## config.mk

```make
export PLATFORM = sky130hd
export DESIGN_NAME = rep_sequencer
export DESIGN_NICKNAME = d
export VERILOG_FILES = /design/src/rtl/rep_sequencer.sv
export SDC_FILE = /design/constraint.sdc
export NUM_CORES = 1
export LEC_CHECK = 0
export ABC_CLOCK_PERIOD_IN_PS = 3100
export CORE_MARGIN = 4
export CORE_UTILIZATION = 60
export CTS_BUF_LIST = sky130_fd_sc_hd__clkbuf_4
export CTS_CLUSTER_DIAMETER = 60
export CTS_CLUSTER_SIZE = 30
export DETAILED_ROUTE_END_ITERATION = 16
export DONT_BUFFER_PORTS = 1
export PLACE_DENSITY_LB_ADDON = 0.05
export SLEW_MARGIN = 15
export SYNTH_ARGS = -nofsm -noshare
export SYNTH_HDL_FRONTEND = slang
export SYNTH_SLANG_ARGS = --single-unit
```

## constraint.sdc

```tcl
create_clock -name clk -period 3.1 [get_ports clk]
set_clock_uncertainty 0.05 [all_clocks]
set_input_delay 0.62 -clock clk [delete_from_list [all_inputs] [get_ports clk]]
set_output_delay 0.62 -clock clk [all_outputs]
set_load 0.05 [all_outputs]
```

## src/rtl/rep_sequencer.sv

```systemverilog
module rep_sequencer #(
  parameter int IP_W  = 64,
  parameter int LEN_W = 4
) (
  input  logic             clk,
  input  logic             rst_n,
  input  logic             start_i,
  input  logic             rep_i,
  input  logic             repable_i,
  input  logic             cmp_i,
  input  logic [1:0]       rep_code_i,
  input  logic [1:0]       asz_i,
  input  logic [63:0]      count_i,
  input  logic [IP_W-1:0]  ip_i,
  input  logic [LEN_W-1:0] ilen_i,
  input  logic             zf_i,
  input  logic             event_i,
  output logic             exec_o,
  output logic             busy_o,
  output logic             done_o,
  output logic             yield_o,
  output logic [63:0]      count_o,
  output logic [IP_W-1:0]  ip_o
);
  localparam int CW = 64;
  localparam logic [1:0] CODE_NE = 2'd2;
  localparam logic [1:0] CODE_EQ = 2'd3;

  typedef enum logic [1:0] {S_IDLE, S_ONE, S_RUN} st_t;

  st_t              st;
  logic [CW-1:0]    cnt;
  logic [IP_W-1:0]  ip;
  logic [LEN_W-1:0] len;
  logic [1:0]       asz, code;
  logic             cmp, done_q, yld_q;

  logic [CW-1:0] act_cnt, dec_cnt;
  logic          nz, last, zf_stop, stop;
  logic [IP_W-1:0] ip_next;

  always_comb begin
    case (asz)
      2'd0: begin
        act_cnt = {48'd0, cnt[15:0]};
        dec_cnt = {cnt[63:16], cnt[15:0] - 16'd1};
      end
      2'd1: begin
        act_cnt = {32'd0, cnt[31:0]};
        dec_cnt = {cnt[63:32], cnt[31:0] - 32'd1};
      end
      default: begin
        act_cnt = cnt;
        dec_cnt = cnt - 64'd1;
      end
    endcase
  end

  assign nz      = act_cnt != '0;
  assign last    = act_cnt <= 64'd1;
  assign zf_stop = nz && cmp && (((code == CODE_EQ) && !zf_i) || ((code == CODE_NE) && zf_i));
  assign stop    = last || zf_stop;
  assign ip_next = ip + IP_W'(len);

  assign exec_o  = (st == S_ONE) || ((st == S_RUN) && nz);
  assign busy_o  = st != S_IDLE;
  assign done_o  = done_q;
  assign yield_o = yld_q;
  assign count_o = cnt;
  assign ip_o    = ip;

  always_ff @(posedge clk) begin
    if (!rst_n) begin
      st     <= S_IDLE;
      cnt    <= '0;
      ip     <= '0;
      len    <= '0;
      asz    <= '0;
      code   <= '0;
      cmp    <= 1'b0;
      done_q <= 1'b0;
      yld_q  <= 1'b0;
    end else begin
      done_q <= 1'b0;
      yld_q  <= 1'b0;
      case (st)
        S_IDLE: if (start_i) begin
          cnt  <= count_i;
          len  <= ilen_i;
          asz  <= asz_i;
          code <= rep_code_i;
          cmp  <= cmp_i;
          if (rep_i && repable_i) begin
            ip <= ip_i;
            st <= S_RUN;
          end else begin
            ip <= ip_i + IP_W'(ilen_i);
            st <= S_ONE;
          end
        end
        S_ONE: begin
          st     <= S_IDLE;
          done_q <= 1'b1;
        end
        S_RUN: begin
          if (nz) cnt <= dec_cnt;
          if (stop) begin
            ip     <= ip_next;
            st     <= S_IDLE;
            done_q <= 1'b1;
          end else if (event_i) begin
            st    <= S_IDLE;
            yld_q <= 1'b1;
          end
        end
        default: st <= S_IDLE;
      endcase
    end
  end

  AST_EXEC_DECR: assert property (@(posedge clk) disable iff (!rst_n)
    (exec_o && st == S_RUN) |=> (count_o != $past(count_o)));
  AST_UPPER_KEEP: assert property (@(posedge clk) disable iff (!rst_n)
    (exec_o && st == S_RUN && asz == 2'd0) |=> (count_o[63:16] == $past(count_o[63:16])));
  AST_YIELD_IP: assert property (@(posedge clk) disable iff (!rst_n)
    yield_o |-> $stable(ip_o));
  AST_PULSE_EXCL: assert property (@(posedge clk) disable iff (!rst_n)
    $onehot0({exec_o, done_o, yield_o}));
  AST_DONE_PULSE: assert property (@(posedge clk) disable iff (!rst_n)
    done_o |=> !done_o);
  AST_IDLE_QUIET: assert property (@(posedge clk) disable iff (!rst_n)
    !busy_o |-> !exec_o);
endmodule

```

# Word level (Yosys, flattened, before mapping)
# Index checks and enable logic that the tools add are counted.
totals:
  elab_cells: 69
  inputBits: 144
  regBits: 141
  output_inout_bits: 132
op_classes:
  reduce_logical: 22
  n_mux: 17
  n_eq_ne: 11
  n_addsub: 5
  bitwise: 2
  magnitude_cmp: 1
op_table:
  columns: ["operator", "n"]
  rows:
  - ["$pmux W64 S2", 4]
  - ["$mux W64", 5]
  - ["$add A64 B4 Y64", 2]
  - ["$le A64 B1 Y1 const B", 1]
  - ["$reduce_bool A64 Y1", 1]
  - ["$sub A64 B1 Y64 const B", 1]
  - ["$sub A32 B1 Y32 const B", 1]
  - ["$sub A16 B1 Y16 const B", 1]
  - ["$ne A2 B2 Y1 const B", 5]
  - ["$mux W2", 4]
  - ["$eq A2 B2 Y1 const B", 3]
  - ["$logic_and A1 B1 Y1", 6]
  - ["$reduce_and A3 Y1", 2]
  - ["$reduce_and A5 Y1", 1]
  - ["$eq A2 B1 Y1 const B", 2]
  - ["$logic_not A2 Y1", 2]
  - ["$pmux W2 S2", 1]
  - ["$reduce_and A2 Y1", 2]
  - ["$reduce_and A4 Y1", 1]
  - ["$reduce_bool A2 Y1", 2]
  - ["$logic_or A1 B1 Y1", 3]
  - ["$ne A3 B3 Y1 const B", 1]
  - ["$reduce_or A3 Y1", 1]
  - ["$mux W1", 2]
  - ["other kinds (3)", 4]

# Depth between registers and ports, before layout
# Gate-level depths: netlist of the first run.
depth:
  depth_word: 8
  mapped_depth: 11
  depth_no_buf: 10

# Worst setup path before layout of the first run
# No wires, ideal clock.
synth_path:
  path_kind: "register to register"
  from: "register ip[0] (netlist: ip_o[0])"
  to: "register ip[52] (netlist: ip_o[52])"
  period_less_slack_ns: 3.069
  required_ns: 2.916
  setup_ns: 0.134
  slack_ns: 0.031
  arrival_ns: 2.886
  path_buffers: 1
  path_stages_with_launch: 12
  path_cell_list: "dfxtp_1 > ha_1 > inv_1 > fa_1 > nand2b_1 > a21oi_1 > and3_1 > clkbuf_1 > nand3_1 > or3_1 > o21ai_0 > a211oi_1"
synth_between:
  elab_chain_cells: 3
synth_lines:
  columns: ["item", "line", "rtl"]
  rows:
  - ["from (decl)", "33", "logic [IP_W-1:0] ip;"]
  - ["from (signal assigned)", "94", "ip <= ip_i;"]
  - ["from (signal assigned)", "97", "ip <= ip_i + IP_W'(ilen_i);"]
  - ["from (signal assigned)", "108", "ip <= ip_next;"]
  - ["$add A64 B4 Y64", "63", "assign ip_next = ip + IP_W'(len);"]
  - ["$mux W64", "107", "if (stop) begin"]
  - ["$pmux W64 S2", "86", "case (st)"]
# No other way between the ends. The select of a mux whose other input is x is not followed.
# A chain may end at the register's enable or synchronous reset.

# Final worst setup path of the first run
layout_path:
  from: "register cnt[59] (netlist: count_o[59])"
  to: "output exec_o"
layout_between:
  elab_chain_cells: 4
layout_lines:
  columns: ["item", "line", "rtl"]
  rows:
  - ["from (decl)", "32", "logic [CW-1:0] cnt;"]
  - ["from (signal assigned)", "88", "cnt <= count_i;"]
  - ["from (signal assigned)", "106", "if (nz) cnt <= dec_cnt;"]
  - ["$pmux W64 S2", "43", "case (asz)"]
  - ["$reduce_bool A64 Y1", "59", "assign nz = act_cnt != '0;"]
  - ["$logic_and A1 B1 Y1", "65", "assign exec_o = (st == S_ONE) || ((st == S_RUN) && nz);"]
  - ["$logic_or A1 B1 Y1", "65", null]
  - ["to (decl)", "18", "output logic exec_o,"]
# No other way between the ends.

==> results of run 1 <==
-- stage by stage --
stage / hold slack [ns] / setup slack (ns) / setup TNS (ns) / cells
6_report: 0.119 / 0.0497 / 0 / 1814
3_3_place_gp: 0.396 / 0.205 / 0 / 1775
2_1_floorplan: 0.387 / 0.0306 / 0 / 1469
4_1_cts: 0.0844 / 0.000441 / 0 / 1807
3_5_place_dp: 0.406 / 0.116 / 0 / 1775
5_1_grt: 0.0975 / -0.0454 / -0.0454 / 1814
-- critical path, stage by stage, from the launching register on --
cell and delay, ns:
sky130_fd_sc_hd__dfxtp_1 0.37, sky130_fd_sc_hd__nor4_4 0.33, sky130_fd_sc_hd__and4_4 0.29, sky130_fd_sc_hd__nand4_1 0.19, sky130_fd_sc_hd__a221oi_4 0.34, sky130_fd_sc_hd__nand2b_1 0.13
sky130_fd_sc_hd__buf_12 0.17
-- power by group through the flow --
| stage | logic [mW] | clock network (mW) | registers (mW) |
|---|---|---|---|
| 3_5_place_dp | 2.15 | 0 | 2.15 |
| 3_3_place_gp | 2.12 | 0 | 2.14 |
| 2_1_floorplan | 0.906 | 0 | 2.75 |
| 4_1_cts | 2.17 | 1.11 | 2.11 |
| 5_1_grt | 2.39 | 1.18 | 2.15 |
| 6_report | 2.25 | 1.10 | 2.12 |
-- layout by cell type, fill, tap and decap left out, types with 7 or more instances in the layout --
master / instances
sky130_fd_sc_hd__clkbuf_4: 21
sky130_fd_sc_hd__a22oi_1: 10
sky130_fd_sc_hd__a221oi_1: 9
sky130_fd_sc_hd__dfxtp_1: 139
sky130_fd_sc_hd__and2_1: 8
sky130_fd_sc_hd__a32oi_1: 14
sky130_fd_sc_hd__o221a_2: 7
sky130_fd_sc_hd__nand2b_1: 16
sky130_fd_sc_hd__o21a_1: 12
sky130_fd_sc_hd__and3_1: 17
sky130_fd_sc_hd__nor2_1: 107
sky130_fd_sc_hd__nand2_1: 178
sky130_fd_sc_hd__xor2_1: 32
sky130_fd_sc_hd__a21oi_1: 150
sky130_fd_sc_hd__o22ai_1: 16
sky130_fd_sc_hd__o2111ai_1: 7
sky130_fd_sc_hd__or2_2: 7
sky130_fd_sc_hd__buf_4: 189
sky130_fd_sc_hd__a21o_1: 8
sky130_fd_sc_hd__o21ai_0: 113
sky130_fd_sc_hd__inv_1: 40
sky130_fd_sc_hd__or3_1: 11
sky130_fd_sc_hd__o211ai_1: 17
sky130_fd_sc_hd__xnor2_1: 36
sky130_fd_sc_hd__nor4_1: 22
sky130_fd_sc_hd__o31ai_1: 11
sky130_fd_sc_hd__nand4_1: 52
sky130_fd_sc_hd__nor3_1: 56
sky130_fd_sc_hd__o32ai_1: 16
sky130_fd_sc_hd__nand3_1: 66
sky130_fd_sc_hd__a211oi_1: 32
sky130_fd_sc_hd__and4_1: 16
sky130_fd_sc_hd__a31oi_1: 13
sky130_fd_sc_hd__ha_1: 11
-- per-layer routing --
layer  global-route usage, %  up-vias  share of wire [%]
met2                    56.7      869                 46
li1                        -     5734                  -
met5                       0        -                  0
met1                    46.2     5654                 38
met3                    9.02      120                 13
met4                    15.2        0                3.9
-- what timing repair did --
| item | in CTS | in global routing |
|---|---|---|
| pin swaps | 2 | 8 |
| setup buffers | 2 | 5 |
| resized for setup | 6 | 23 |
| endpoints found under the setup margin | 1 | 2 |
-- sequential cells by signal (all words and copies together) (netlist names) --
signal and count:
code 2, st 2, count_o 64, len 4, done_o 1, yield_o 1, cmp 1, asz 2
ip_o 64
-- worst paths after layout --
check | slack, ns | end | cells after the start
worst min register to register | 0.42 | code[1] | 2
worst max-delay path | 0.05 | exec_o | 6
worst max register to register | 0.15 | ip_o[13] | 9
worst min-delay path | 0.12 | yield_o | 2
-- cell type report --
type                            instances  share of cell area (%)
Multi-Input combinational cell       1185                    59.1
Sequential cell                       141                    23.1
Inverter                               42                    1.29
Antenna cell                            2                  0.0409
Timing Repair Buffer                  194                    12.3
Tap cell                              220                    2.25
Clock inverter                          9                   0.604
Clock buffer                           21                    1.29
-- cells by family (layout without fill, tap and decap cells) --
group           count (synthesis)  after routing  share of synthesized area [%]
buf+inv                       143            266                           5.38
xor+xnor                       68             68                           5.71
other cells                     0              2                              0
mux                             6              6                          0.588
fa+ha+maj                      15             15                           1.94
compound gates                488            488                           29.8
simple gates                  608            608                           29.5
flops                         141            141                           27.1
==> metrics.csv, run 1 <==
metric;value;unit
outcome;finished, final reports clean;
global_route.overflow_total;0;
ys_seq_area_share;27.1;%
power_density;448;nW/um2
clock_tree.htree_level_count;4;
worst-slew-pin-transition;0.972;ns
hold_start;event_i;
layout.filler_cells;1408;
routed_wl;37.1;mm
clk_latency;0.57;ns
total_power;5.48;mW
routed_wire_length_per_instance;20.4;um
cts-buffers-inserted;17;
ys.flop_type;sky130_fd_sc_hd__dfxtp_1;
p_switching;2.35;mW
maxClockFrequency;328;MHz
power_switching_share;42.9;%
route.vias.total;12377;
floorplan.die.width;140;um
utilization;72.7;%
pwr-share-clk;20.1;%
internal_power;3.13;mW
place_area;11800;um2
category_of_the_worst_setup_path_capture_point;primary output;
p_comb_share;41.2;%
timing.final.crit_period;3.05;ns
grt_pass1_wl;58.6;mm
cts_max_path_buffers;2;
clk_pin_slew;0.13;ns
vdd_drop_max;0.248;mV
leakagePower;4.46;nW
maxCapViolCount;0;
layout-drive-gt1-share;17.7;%
number_of_flops_mapped_to_enable_cells_by_yosys;0;
number_of_sinks_on_the_clock_net;141;
groute.usage.overall;35.7;%
io_buffer_count;0;
synth.top_cells.by_area;sky130_fd_sc_hd__dfxtp_1 (27%), sky130_fd_sc_hd__a21oi_1 (7.2%), sky130_fd_sc_hd__nand2_1 (6.4%);
clk_root_buffer_cell;sky130_fd_sc_hd__clkbuf_4;
worst-endpoint-required;2.43;ns
syn-mean-instance-area;7.10;um2
worst_ep_arrival_time;2.38;ns
multiInputGateArea;7230;um2
synth_top_area_share;27.1;%
seqPwrFrac;38.8;%
synth.top_cells.by_count;sky130_fd_sc_hd__nand2_1 (178), sky130_fd_sc_hd__a21oi_1 (150), sky130_fd_sc_hd__dfxtp_1 (141), sky130_fd_sc_hd__o21ai_0 (113), sky130_fd_sc_hd__nor2_1 (108);
detail-route-antenna-nets;0;
drcViolationCount;0;
finalSetupViolCount;0;
async_flop_share;0;%
worst-setup-path-type;reg -> out;
final.period_utilization;98.4;%
synth_top_cell_by_area;sky130_fd_sc_hd__dfxtp_1;
critical_path.reg2reg.startpoint;count_o[59];
design.die.area;19600;um2
syn-cell-area;10400;um2
cp-startpoint;count_o[59];
netlist-cell-type-count;76;
ys_seq_elements;141;
synthesis.nets;1628;
io_pins;276;
routed_via_density;6.82;
dr.pass1.iters;6;
grt_start_max_net_pins;146;
relSlewSlack;35.0;%
synthMostInstantiatedCell;sky130_fd_sc_hd__nand2_1;
areaGrowthSynthToFinish;17.2;%
synth.yosys.warnings;0;
num-nets-final;1740;
hp-class;in -> reg;
floorplan.initialDensity;62.0;%
hpwl;27.1;mm
tritoncts;yes;
timing.final.hold_violations;0;
cts.hold.buffers_added;0;
drv_slew;0;
final_area;12200;um2
grt_pass1_vias;11214;
placementRows;47;
cp_max_fo;2;
timing.critical_path.from_type;register;
place.gp.congestion;0.930;
die_y;140;um
number_of_antenna_violations_at_the_first_check_in_global_routing;2;
seq_area;2830;um2
core_area;16800;um2
netlist_instances;1469;
detailedRoute.firstIterationViolations;1506;
No activity file was read; power rests on OpenSTA's default activity.
==> run 2, diff against run 1 <==
--- a/config.mk
+++ b/config.mk
@@ -5,7 +5,7 @@
 export SDC_FILE = /design/constraint.sdc
 export NUM_CORES = 1
 export LEC_CHECK = 0
-export ABC_CLOCK_PERIOD_IN_PS = 3100
+export ABC_AREA = 1
 export CORE_MARGIN = 4
 export CORE_UTILIZATION = 60
 export CTS_BUF_LIST = sky130_fd_sc_hd__clkbuf_4
==> metrics.csv, run 2 <==
metric;value;unit;change
worst_hold_path.num_cells;2;;unchanged
ys_seq_area_share;20.9;%;-6.2 points
synthMostInstantiatedCell;sky130_fd_sc_hd__nand2_1;;
ys_seq_elements;141;;unchanged
global_route.overflow_total;0;;unchanged
worst-slew-pin-transition;0.774;ns;-0.198 ns
synth.top_cells.by_count;sky130_fd_sc_hd__nand2_1 (785), sky130_fd_sc_hd__nor2_1 (504), sky130_fd_sc_hd__inv_1 (279), sky130_fd_sc_hd__nand3_1 (220), sky130_fd_sc_hd__o21ai_0 (159);;
cp_max_fo;3;;+1
detailedRoute.firstIterationViolations;2375;;+58%
leakagePower;6.93;nW;+55%
final.period_utilization;95.0;%;-3.4 points
clk_latency;0.61;ns;+0.04 ns
io_pins;276;;unchanged
drv_slew;0;;unchanged
layout_commonest_cell;sky130_fd_sc_hd__nand2_1;;
finalSetupViolCount;0;;unchanged
worst_ep_arrival_time;2.28;ns;-0.10 ns
relSlewSlack;48.4;%;+13 points
core_area;22000;um2;+31%
netlist_instances;2556;;+74%
io_buffer_count;0;;unchanged
category_of_the_worst_setup_path_capture_point;primary output;;
routed_wire_length_per_instance;19.5;um;-4.6%
design.die.area;25000;um2;+28%
cts-buffers-inserted;17;;unchanged
grt_pass1_vias;16512;;+47%
die_y;158;um;+13%
drcViolationCount;0;;unchanged
synth.yosys.warnings;0;;unchanged
cts_max_path_buffers;2;;unchanged
placementRows;54;;+15%
hold_start;rst_n;;
layout.cells.most_common_list;sky130_fd_sc_hd__nand2_1 (785), sky130_fd_sc_hd__nor2_1 (503), sky130_fd_sc_hd__inv_1 (276);;
route.layer.met1.wl;19.3;mm;+37%
number_of_sinks_on_the_clock_net;141;;unchanged
number_of_flops_mapped_to_enable_cells_by_yosys;0;;unchanged
vdd_drop_max;0.227;mV;-8.6%
synth_top_cell_by_area;sky130_fd_sc_hd__nand2_1;;
met2_wire_length;25.8;mm;+53%
worst_hold_path.endpoint;count_o[9];;
synthesis.nets;2715;;+67%
timing.final.hold_violations;0;;unchanged
clk_pin_slew;0.16;ns;+0.03 ns
seq_area;2820;um2;about the same
maxCapViolCount;0;;unchanged
totalNegativeSetupSlack;0;ns;unchanged
place.gp.congestion;1.13;;+21%
detail-route-antenna-nets;0;;unchanged
ys.flop_type;sky130_fd_sc_hd__dfxtp_1;;
syn-cell-area;13500;um2;+30%
route.vias.total;17843;;+44%
synth_top_area_share;21.8;%;-5.3 points
grt_start_max_net_pins;112;;-23%
floorplan.die.width;158;um;+13%
hpwl;45.4;mm;+68%
regToRegSetupSlack;0.27;ns;+0.12 ns
netlist-cell-type-count;48;;-37%
critical_path.reg2reg.startpoint;st[0];;
reg2regPathDepth;12;;+3
crit_reg_reg_endpoint;count_o[40];;
grt_setup_unrepaired;false;;
num-nets-final;2808;;+61%
maxClockFrequency;339;MHz;+3.6%
routed_wl;57.4;mm;+55%
power_density;403;nW/um2;-9.9%
number_of_antenna_violations_at_the_first_check_in_global_routing;1;;-1
syn-mean-instance-area;5.29;um2;-26%
grt_pass1_wl;87.2;mm;+49%
route.top_layer_used;met4;;
async_flop_share;0;%;unchanged
hp-class;in -> reg;;
clk_root_buffer_cell;sky130_fd_sc_hd__clkbuf_4;;
groute.usage.overall;44.4;%;+8.6 points
floorplan.initialDensity;61.6;%;-0.48 points
routed_via_density;6.06;;-11%
timing.critical_path.from_type;register;;
layout-drive-gt1-share;8.72;%;-9.0 points
dr_wl_met3;7.33;mm;+56%
outcome;finished, final reports clean;;
finish.cell_count_without_fillers;2943;;+62%
timing.final.crit_period;2.95;ns;-0.105 ns
tritoncts;yes;;
layout.filler_cells;2142;;+52%
count_of_placed_standard_cells_including_taps;2910;;+64%
worst-endpoint-required;2.43;ns;about the same
areaGrowthSynthToFinish;10.8;%;
multiInputGateArea;9250;um2;+28%
worst-setup-path-type;reg -> out;;
dr.pass1.iters;7;;+1
clock_tree.htree_level_count;4;;unchanged
synth.top_cells.by_area;sky130_fd_sc_hd__nand2_1 (22%), sky130_fd_sc_hd__dfxtp_1 (21%), sky130_fd_sc_hd__nor2_1 (14%);;
## run 2: worst max-delay path by stage
stage / to / from / cells past startpoint / slack [ns]
6_report: exec_o / count_o[22] / 9 / 0.15
5_1_grt: exec_o / count_o[22] / 9 / 0.01
4_1_cts: exec_o / count_o[1] / 10 / 0.01
3_5_place_dp: ip_o[25] / ip_i[2] / 11 / 0.32
3_3_place_gp: ip_o[25] / ip_i[2] / 11 / 0.36
2_1_floorplan: ip_o[32] / ip_o[0] / 15 / 0.43
## run 2: final cells by class
type / count / area share [%]
clock buffers: 18 / 0.902
flip-flops and latches: 141 / 18.8
multi-input cells: 2052 / 61.7
clock inverters: 14 / 1.04
well taps: 280 / 2.34
inverters: 284 / 7.13
diodes: 1 / 0.0167
repair buffers: 153 / 8.00
## run 2: cell families after synthesis
| logic type | synth area share [%] |
|---|---|
| AO/OA/AOI/OAI | 11.7 |
| multiplexers | 0.0741 |
| XOR/XNOR | 2.53 |
| adder cells (fa/ha/maj) | 1.50 |
| flip-flops | 20.9 |
| buffers and inverters | 10.8 |
| AND/OR/NAND/NOR | 52.4 |
## run 2: metal layers
layer | GRT usage [%] | up-vias
li1 | - | 8336
met1 | 48.9 | 7922
met2 | 72.9 | 1263
met3 | 13.0 | 322
met4 | 31.7 | 0
met5 | 0 | -
## run 2: power by group
part           switching (mW)  internal [mW]  total [mW]
Clock                   0.839          0.503        1.34
Sequential              0.206           1.99        2.20
Combinational            1.83          0.672        2.51
## run 2: per-stage QoR
| stage | area [um2] | hold WS, ns | util, % | worst slack (ns) | total power [mW] |
|---|---|---|---|---|---|
| global placement | 14700 | 0.418 | 66.8 | 0.363 | 4.60 |
| global route | 15000 | 0.0788 | 68.2 | 0.00984 | 6.30 |
| detailed placement | 14700 | 0.425 | 66.8 | 0.317 | 4.66 |
| finish | 15000 | 0.0894 | 68.2 | 0.154 | 6.04 |
| floorplan | 13500 | 0.406 | - | 0.432 | 3.96 |
| CTS | 15000 | 0.0495 | 68.1 | 0.0109 | 5.95 |
## run 2: timing repair
| action | CTS | global route |
|---|---|---|
| hold buffers | 0 | 0 |
| setup buffers | 0 | 0 |
| hold endpoints to repair | 0 | 0 |
| endpoints found under the setup margin | 0 | 1 |
| gates resized for setup | 0 | 5 |
## run 2: worst max-delay path, stage by stage (launching register included)
cell and delay [ns]:
sky130_fd_sc_hd__dfxtp_1 0.35, sky130_fd_sc_hd__nor2_1 0.22, sky130_fd_sc_hd__nand2_1 0.14, sky130_fd_sc_hd__nor2_2 0.20
sky130_fd_sc_hd__nand2_1 0.18, sky130_fd_sc_hd__a21oi_1 0.18, sky130_fd_sc_hd__nand2_1 0.07, sky130_fd_sc_hd__nand2_1 0.08
sky130_fd_sc_hd__nand2_1 0.06, sky130_fd_sc_hd__buf_4 0.19
==> run 3, diff against run 2 <==
--- a/config.mk
+++ b/config.mk
@@ -7,7 +7,7 @@
 export LEC_CHECK = 0
 export ABC_AREA = 1
 export CORE_MARGIN = 4
-export CORE_UTILIZATION = 60
+export CORE_UTILIZATION = 30
 export CTS_BUF_LIST = sky130_fd_sc_hd__clkbuf_4
 export CTS_CLUSTER_DIAMETER = 60
 export CTS_CLUSTER_SIZE = 30
==> constraint.sdc (replaced) <==
create_clock -name clk -period 3.4 [get_ports clk]
set_clock_uncertainty 0.05 [all_clocks]
set_input_delay 0.68 -clock clk [delete_from_list [all_inputs] [get_ports clk]]
set_output_delay 0.68 -clock clk [all_outputs]
set_load 0.05 [all_outputs]
==> metrics.csv, run 3 (synthesized netlist as in run 2, its figures left out) <==
metric;value;unit;change
layout_commonest_cell;sky130_fd_sc_hd__nand2_1;;
category_of_the_worst_setup_path_capture_point;primary output;;
dp_worst_setup_slack;0.465;ns;+0.148 ns
routed_wire_length_per_instance;21.1;um;+8.3%
leakagePower;6.96;nW;+0.43%
worst_ep_arrival_time;2.48;ns;+0.20 ns
regToRegSetupSlack;0.56;ns;+0.29 ns
final.period_utilization;94.4;%;
setup_ws;0.190;ns;+0.0358 ns
routed_via_density;5.12;;-16%
grt_start_max_net_pins;105;;-6.3%
worst-setup-path-type;reg -> out;;
worst_hold_path.num_cells;2;;unchanged
vdd_drop_max;0.240;mV;+5.7%
placementRows;77;;+43%
critical_path.cell_chain;buf_4 > nor2_4 > nand2_1 > nor2_2 > nand2_1 > a21oi_1 > nand2_1 > nand2_1 > nand2_1 > buf_4;;
areaGrowthSynthToFinish;14.5;%;
clk_pin_slew;0.18;ns;+0.02 ns
critical_path.reg2reg.startpoint;st[1];;
worst-slew-pin-transition;0.889;ns;+0.115 ns
cp_max_fo;5;;+2
critPathMostFrequentCell;sky130_fd_sc_hd__nand2_1;;
groute.usage.overall;27.9;%;-16 points
hold_start;rst_n;;
crit_reg_reg_endpoint;count_o[62];;
reg2regPathDepth;12;;unchanged
clk_latency;0.77;ns;+0.16 ns
floorplan.initialDensity;30.4;%;-31 points
power_density;367;nW/um2;-9.1%
maxClockFrequency;312;MHz;
worst-endpoint-required;2.67;ns;+0.24 ns
die_y;220;um;+39%
timing.final.hold_violations;0;;unchanged
global_route.overflow_total;0;;unchanged
floorplan.die.width;220;um;+39%
slowest_cell_delay_on_critical_path;0.33;ns;-0.02 ns
layout.filler_cells;5218;;+140%
slowest_stage;sky130_fd_sc_hd__dfxtp_1;;
cts_max_path_buffers;2;;unchanged
finalSetupViolCount;0;;unchanged
detailedRoute.firstIterationViolations;1208;;-49%
core_area;44400;um2;+100%
grt_pass1_wl;101;mm;+16%
hp-class;in -> reg;;
place.gp.congestion;0.979;;-13%
dr.pass1.iters;7;;unchanged
hpwl;55.8;mm;+23%
timing.critical_path.from_type;register;;
grt_pass1_vias;16008;;-3.1%
detail-route-antenna-nets;0;;unchanged
worst_hold_path.endpoint;len[1];;
number_of_antenna_violations_at_the_first_check_in_global_routing;2;;+1
drcViolationCount;0;;unchanged
layout.cells.most_common_list;sky130_fd_sc_hd__nand2_1 (784), sky130_fd_sc_hd__nor2_1 (503), sky130_fd_sc_hd__inv_1 (278);;
cts-buffers-inserted;17;;unchanged
utilization;34.9;%;-33 points
routed_wl;69.0;mm;+20%
outcome;finished, final reports clean;;
maxCapViolCount;0;;unchanged
layout-drive-gt1-share;8.92;%;+0.20 points
clk_root_buffer_cell;sky130_fd_sc_hd__clkbuf_4;;
route.vias.total;16710;;-6.3%
num-nets-final;2815;;+0.25%
number_of_sinks_on_the_clock_net;141;;unchanged
tritoncts;yes;;
clock_tree.htree_level_count;4;;unchanged
design.die.area;48500;um2;+94%
relSlewSlack;40.7;%;-7.7 points
timing.final.crit_period;3.21;ns;
io_buffer_count;0;;unchanged
drv_slew;0;;unchanged
io_pins;276;;unchanged
run 3: timing repair:
| action | 4_1_cts | 5_1_grt |
|---|---|---|
| pin swaps | 0 | 1 |
| hold buffers | 9 | 0 |
| endpoints found under the setup margin | 1 | 1 |
| setup buffers | 0 | 2 |
| endpoints found under the hold margin | 105 | 0 |
| gates resized for setup | 2 | 9 |
run 3: power by group:
group          internal [mW]  leakage (nW)  switching, mW
Clock                  0.463         0.159          0.858
Combinational          0.611          5.63           1.71
Sequential              1.82          1.17          0.214
run 3: through the flow:
step | power [mW] | hold WS (ns) | area (um2) | std cells | TNS [ns]
finish | 5.68 | 0.0654 | 15500 | 3266 | 0
global route | 6.02 | 0.0217 | 15500 | 3264 | -0.0156
CTS | 5.73 | 0.00315 | 15400 | 3260 | 0
detailed placement | 4.35 | 0.422 | 15000 | 3219 | 0
global placement | 4.34 | 0.418 | 15000 | 3219 | 0
floorplan | 3.61 | 0.406 | 13500 | 2556 | 0
run 3: layout make-up:
type                    count  area (um2)  area share (%)
clock buffers              17         128           0.824
inverters                 284        1070            6.90
well taps                 592         741            4.79
clock inverters            15         176            1.14
multi-input cells        2052        9250            59.8
repair buffers            160        1270            8.20
flip-flops and latches    141        2830            18.3
diodes                      5        12.5          0.0808
run 3: metal layers:
metal	routed length, um	up-vias	GRT usage, %
li1	-	8370	-
met1	27000	7786	31.8
met2	34700	470	50.6
met3	4610	84	6.41
met4	2710	0	10.8
met5	0	-	0
run 3: how the worst max path moves through the flow:
| stage | slack, ns | endpoint | depth (start not counted) | startpoint |
|---|---|---|---|---|
| finish | 0.19 | exec_o | 10 | count_o[12] |
| global route | -0.02 | exec_o | 10 | count_o[4] |
| floorplan | 0.73 | ip_o[32] | 15 | ip_o[0] |
| global placement | 0.47 | ip_o[48] | 13 | ip_i[0] |
| CTS | 0.02 | exec_o | 9 | count_o[5] |
| detailed placement | 0.47 | ip_o[48] | 13 | ip_i[0] |
run 3: critical path, delay by kind of cell, from the launching register on:
kind | cells | cell delay (ns)
AO/OA/AOI/OAI | 1 | 0.17
buffers and inverters | 2 | 0.39
flip-flops | 1 | 0.33
AND/OR/NAND/NOR | 7 | 0.83
